$ cat src/rtl/sram_turn_pkg.sv
package sram_turn_pkg;
  // Turnaround idles needed after a read, base and with the extra idle
  localparam int unsigned BASE_IDLES  = 2;
  localparam int unsigned EXTRA_IDLES = 1;
  localparam int unsigned MAX_IDLES   = BASE_IDLES + EXTRA_IDLES;
  localparam int unsigned IDLE_CNT_W  = $clog2(MAX_IDLES + 1);

  typedef logic [IDLE_CNT_W-1:0] idle_cnt_t;

  function automatic idle_cnt_t needed_idles(input logic extra);
    needed_idles = extra ? idle_cnt_t'(MAX_IDLES) : idle_cnt_t'(BASE_IDLES);
  endfunction
endpackage

$ cat src/rtl/turn_gap_tracker.sv
module turn_gap_tracker
  import sram_turn_pkg::*;
(
  input  logic clk,
  input  logic rst_n,
  input  logic cfg_extra_idle,
  input  logic fire,
  input  logic fire_write,
  output logic write_ok
);
  logic      last_was_rd;
  idle_cnt_t idles;

  always_ff @(posedge clk or negedge rst_n) begin
    if (!rst_n) begin
      last_was_rd <= 1'b0;
      idles       <= idle_cnt_t'(MAX_IDLES);
    end else if (fire) begin
      last_was_rd <= ~fire_write;
      idles       <= '0;
    end else if (idles != idle_cnt_t'(MAX_IDLES)) begin
      idles <= idles + 1'b1;
    end
  end

  assign write_ok = !last_was_rd || (idles >= needed_idles(cfg_extra_idle));

  // after a write command, the next write is never held back
  a_r4_write_stream_free: assert property (@(posedge clk) disable iff (!rst_n)
    (fire && fire_write) |=> write_ok);

  // a read leaves the window closed for writes on the next cycle
  a_r3_read_opens_window: assert property (@(posedge clk) disable iff (!rst_n)
    (fire && !fire_write) |=> !write_ok);
endmodule

$ cat src/rtl/turn_cmd_reg.sv
module turn_cmd_reg #(
  parameter int unsigned ADDR_W = 20
) (
  input  logic              clk,
  input  logic              rst_n,
  input  logic              fire,
  input  logic              fire_write,
  input  logic [ADDR_W-1:0] fire_addr,
  output logic              ld_n,
  output logic              rd,
  output logic [ADDR_W-1:0] addr
);
  always_ff @(posedge clk or negedge rst_n) begin
    if (!rst_n) begin
      ld_n <= 1'b1;
      rd   <= 1'b1;
      addr <= '0;
    end else if (fire) begin
      ld_n <= 1'b0;
      rd   <= ~fire_write;
      addr <= fire_addr;
    end else begin
      ld_n <= 1'b1;
    end
  end

  // accepted request becomes a command in the following cycle
  a_r2_issue_next: assert property (@(posedge clk) disable iff (!rst_n)
    fire |=> (!ld_n && addr == $past(fire_addr) && rd == !$past(fire_write)));

  // idle cycle keeps strobe high, address and select held
  a_r9_idle_holds: assert property (@(posedge clk) disable iff (!rst_n)
    !fire |=> (ld_n && $stable(addr) && $stable(rd)));
endmodule

$ cat src/rtl/sram_turn_sched.sv
module sram_turn_sched
  import sram_turn_pkg::*;
#(
  parameter int unsigned ADDR_W = 20
) (
  input  logic              clk,
  input  logic              rst_n,
  input  logic              cfg_extra_idle,
  input  logic              req_valid,
  input  logic              req_write,
  input  logic [ADDR_W-1:0] req_addr,
  output logic              req_ready,
  output logic              cmd_ld_n,
  output logic              cmd_rd,
  output logic [ADDR_W-1:0] cmd_addr
);
  logic write_ok;
  logic fire;

  assign req_ready = !(req_valid && req_write && !write_ok);
  assign fire      = req_valid && req_ready;

  turn_gap_tracker u_gap (
    .clk            (clk),
    .rst_n          (rst_n),
    .cfg_extra_idle (cfg_extra_idle),
    .fire           (fire),
    .fire_write     (req_write),
    .write_ok       (write_ok)
  );

  turn_cmd_reg #(.ADDR_W(ADDR_W)) u_cmd (
    .clk        (clk),
    .rst_n      (rst_n),
    .fire       (fire),
    .fire_write (req_write),
    .fire_addr  (req_addr),
    .ld_n       (cmd_ld_n),
    .rd         (cmd_rd),
    .addr       (cmd_addr)
  );

  logic rd_cmd, wr_cmd;
  assign rd_cmd = !cmd_ld_n && cmd_rd;
  assign wr_cmd = !cmd_ld_n && !cmd_rd;

  // two idles between a read command and a write command
  a_r5_two_idles: assert property (@(posedge clk) disable iff (!rst_n)
    wr_cmd |-> (!$past(rd_cmd) && !$past(rd_cmd, 2)));

  // third idle when the extra-idle option is set
  a_r6_three_idles: assert property (@(posedge clk) disable iff (!rst_n)
    (wr_cmd && cfg_extra_idle) |-> !$past(rd_cmd, 3));

  // back-pressure only against an offered write
  a_r8_ready_low_only_write: assert property (@(posedge clk) disable iff (!rst_n)
    !req_ready |-> (req_valid && req_write));

  // a stalled request stays offered unchanged by rule; it then leaves intact
  a_r8_stall_then_issue: assert property (@(posedge clk) disable iff (!rst_n)
    (req_valid && !req_ready) |=> cmd_ld_n);
endmodule

$ cat config.mk
export PLATFORM = sky130hd
export DESIGN_NAME = sram_turn_sched
export DESIGN_NICKNAME = d
export VERILOG_FILES = /design/src/rtl/sram_turn_pkg.sv /design/src/rtl/turn_gap_tracker.sv /design/src/rtl/turn_cmd_reg.sv /design/src/rtl/sram_turn_sched.sv
export SDC_FILE = /design/constraint.sdc
export NUM_CORES = 1
export LEC_CHECK = 0
export BUFFER_PORTS_ARGS = -buffer_cell sky130_fd_sc_hd__buf_2
export CAP_MARGIN = 10
export CORE_ASPECT_RATIO = 1.5
export CORE_MARGIN = 3
export CORE_UTILIZATION = 45
export CTS_CLUSTER_SIZE = 25
export DETAILED_ROUTE_END_ITERATION = 10
export PLACE_DENSITY = 0.77
export SETUP_SLACK_MARGIN = 0.4
export SLEW_MARGIN = 20
export SYNTH_ARGS = -nofsm -noshare
export SYNTH_HDL_FRONTEND = slang
export SYNTH_HIERARCHICAL = 1
export SYNTH_SLANG_ARGS = --single-unit
$ cat constraint.sdc
create_clock -name clk -period 2.4 [get_ports clk]
set_input_delay 0.24 -clock clk [delete_from_list [all_inputs] [get_ports clk]]
set_output_delay 0.24 -clock clk [all_outputs]
set_load 0.1 [all_outputs]
==> results.py <==
metrics = {
    "run_status": {
        "run_status": "finished clean",
    },
    "clock_network": {
        "cts_max_level": 1,
        "cts_made_buffers": 3,
        "cts_buffer_depth": 2,
        "clock-sinks": 25,
        "cts-root-buf": "clkbuf_4",
        "clk_pin_slew_worst_paths_ns": 0.14,
        "cts_tree": "yes",
        "clkLatencyLatePin_ns": 0.31,
    },
    "floorplan": {
        "rows": 20,
        "dieArea_sq_mm": 0.002992,
        "core_sq_mm": 0.002127,
        "io_pins": 48,
        "start_util": 0.4994,
        "die-height_microns": 65.51,
        "die_x_microns": 45.67,
    },
    "layout": {
        "drive_gt1_frac": 0.7302,
        "syn2layout_area_growth_pct": 45.23,
        "diodes": 0,
        "nNetsFinal": 154,
    },
    "timing": {
        "timing.final.max_slew_violations": 0,
        "tightest_slew_ns": 0.5365,
        "final.period_utilization": 0.8417,
        "clock.fmax_ghz": 0.4950,
        "whs_ns": 0.1440,
        "period_minus_slack_ns": 2.020,
        "clock_skew_ns": 0.007475,
        "grt_setup_unrepaired": "true",
        "relSlewSlack": 0.6423,
        "hold_viol": 0,
        "tns_ns": 0,
        "finalSetupViolations": 0,
        "setup_slack_ns": 0.3799,
    },
    "power_and_ir_drop": {
        "internal_power_mw": 0.9683,
        "p_leak_nw": 0.7994,
        "peakVddDrop_mv": 0.7529,
        "p_switching_mw": 1.110,
        "p_comb_frac": 0.615,
        "p_per_area_mw_per_mm2": 1347,
        "p_clk_frac": 0.089,
        "power.share.sequential": 0.295,
        "p_sw_frac": 0.5341,
    },
    "drt": {
        "wl_met2_mm": 1.176,
        "antenna_left": 0,
        "routed.top_layer": "met4",
        "route.vias.total": 728,
        "routedWlPerCell_microns": 15.44,
        "routed-wl-met3_microns": 198,
        "drt_iter0_drc": 5,
        "vias_per_cell": 4.919,
        "drcViolationCount": 0,
        "dr.pass1.iters": 3,
        "wl_mm": 2.285,
        "wl_met1_microns": 895,
    },
    "synth": {
        "ys_types": 18,
        "yosys.area_share.simple": 0.02945,
        "synth-seq-cells": 25,
        "synth_nets": 92,
        "synth_mux_area_frac": 0.2886,
        "yosysSeqAreaShare": 0.5936,
        "synth-xor-area-share": 0.008245,
        "syn_area_sq_mm": 0.001062,
        "avgSynthCellArea_sq_um": 16.34,
        "synth_top_family_by_area": "multiplexers",
        "synth_warnings": 6,
        "synthCells": 65,
        "synth_fa_ha_area_frac": 0.02356,
        "synth_compound_area_frac": 0.02120,
    },
    "flow_run": {
        "drv_cap": 0,
    },
    "global_route": {
        "grt_pass1_wl_mm": 3.077,
        "grt_overflow": 0,
        "grt_pass1_vias": 699,
        "antenna_found_initial": 0,
        "grt_max_degree": 27,
        "grt_use_total": 0.1432,
    },
    "setup_path": {
        "cp-end-kind": "flip-flop",
        "r2r-start": "u_gap/idles[0]",
        "setup.worst_path.start": "u_gap/idles[0]",
        "startpoint_type": "flip-flop",
        "cp_data_arrival_time_ns": 2.23,
        "path_max_fanout": 3,
        "crit_required_ns": 2.61,
        "critPathKind": "reg2reg",
    },
    "place": {
        "numPortBuffers": 47,
        "gp_congestion": 0.7291,
        "pre_cts_ws_ns": 0.3631,
        "hpwl_mm": 1.375,
    },
    "worst_hold_path": {
        "min-delay-start": "req_addr[9]",
        "min_path_type": "in2reg",
    },
}
layout make-up:
cell class	count	area [sq um]
Clock buffer	4	26.28
Fill cell	138	584.3
Inverter	4	15.01
Multi-Input combinational cell	34	426.7
Sequential cell	25	630.6
Tap cell	22	27.53
Timing Repair Buffer	59	416.7
final timing paths:
path | to | slack (ns) | cells past startpoint
worst min-delay path | u_cmd/addr[9] | 0.14 | 2
worst max-delay path | u_cmd/addr[4] | 0.38 | 9
min in group asynchronous | u_cmd/addr[19] | 0.42 | 2
worst max register to register | u_cmd/addr[4] | 0.38 | 9
worst min register to register | u_cmd/rd | 0.48 | 2
max in group asynchronous | u_cmd/ld_n | 1.61 | 2
flip-flops by register name (all words and copies together) (netlist names):
| name | flops |
|---|---|
| u_gap/last_was_rd | 1 |
| u_cmd/rd | 1 |
| u_cmd/ld_n | 1 |
| u_cmd/addr | 20 |
| u_gap/idles | 2 |
stage by stage:
stage | cell area [sq um] | cells | power, mW | util
after detailed placement | 1339 | 133 | 1.775 | 0.6294
after CTS | 1410 | 139 | 1.992 | 0.6629
final | 1543 | 148 | 2.078 | 0.7253
after floorplan | 1071 | 65 | 1.591 | -
after global routing | 1543 | 148 | 2.161 | 0.7253
after global placement | 1339 | 133 | 1.752 | 0.6294
layout by cell type, fill, tap and decap left out:
cell type | Yosys | layout
nand3_2 | 0 | 1
buf_6 | 2 | 3
dlygate4sd3_1 | 0 | 1
nor2_1 | 3 | 3
buf_2 | 0 | 46
nor2b_1 | 1 | 1
mux2i_1 | 1 | 1
clkbuf_16 | 0 | 2
buf_8 | 0 | 2
dfstp_2 | 4 | 4
a21oi_1 | 1 | 1
clkbuf_1 | 0 | 1
clkbuf_4 | 0 | 3
dfrtp_1 | 21 | 21
nand2b_2 | 1 | 1
buf_4 | 0 | 3
o21ai_1 | 1 | 2
a21boi_4 | 0 | 1
ha_4 | 0 | 1
ha_1 | 2 | 1
mux2_4 | 19 | 20
inv_2 | 1 | 3
inv_1 | 3 | 1
xor2_1 | 1 | 1
buf_12 | 0 | 2
power groups by stage:
stage	clock network [mW]	logic, mW	registers, mW
CTS	0.186	1.19	0.613
detailed placement	0	1.15	0.622
global placement	0	1.14	0.617
floorplan	0	0.272	1.32
global route	0.207	1.32	0.630
finish	0.186	1.28	0.614
cells in the mapped netlist:
cell	count	share of area
dfstp_2	4	0.099
o21ai_1	1	0.0047
nand3_1	1	0.0047
inv_2	1	0.0035
mux2_1	1	0.011
xor2_1	1	0.0082
nand2b_2	1	0.0082
nor2b_1	1	0.0059
a21boi_1	1	0.0071
nor2_1	3	0.011
a21oi_1	1	0.0047
buf_6	2	0.021
dfrtp_1	21	0.49
o21ai_0	1	0.0047
inv_1	3	0.011
ha_1	2	0.024
mux2_4	19	0.27
mux2i_1	1	0.0094
logic make-up after synthesis:
logic type / count (synthesis)
DFF: 25
muxes: 21
buffers and inverters: 6
and+or+nand+nor: 6
AOI/OAI and AO/OA: 4
adders and majority gates: 2
xor gates and xnor gates: 1
per-layer routing:
metal | vias up | track usage
met4 | 0 | 0.06593
met5 | - | 0
li1 | 340 | -
met3 | 2 | 0.03836
met2 | 33 | 0.2308
met1 | 353 | 0.1711
timing repair:
action                     4_1_cts  5_1_grt
gates resized for setup          7       11
hold endpoints to repair        21        0
hold buffers                     1        0
gates cloned                     0        2
pin swaps                        3        2
buffers inserted                 1        7
setup endpoints to repair       21       21
critical path, stage by stage, from the launching register on:
cell and delay (ns):
dfstp_2 0.56, inv_2 0.04, ha_4 0.24, nor2b_1 0.04, o21ai_1 0.15, inv_2 0.08
a21boi_4 0.21, clkbuf_16 0.18, buf_8 0.11, mux2_4 0.29
(Power assumes the default switching activity.)
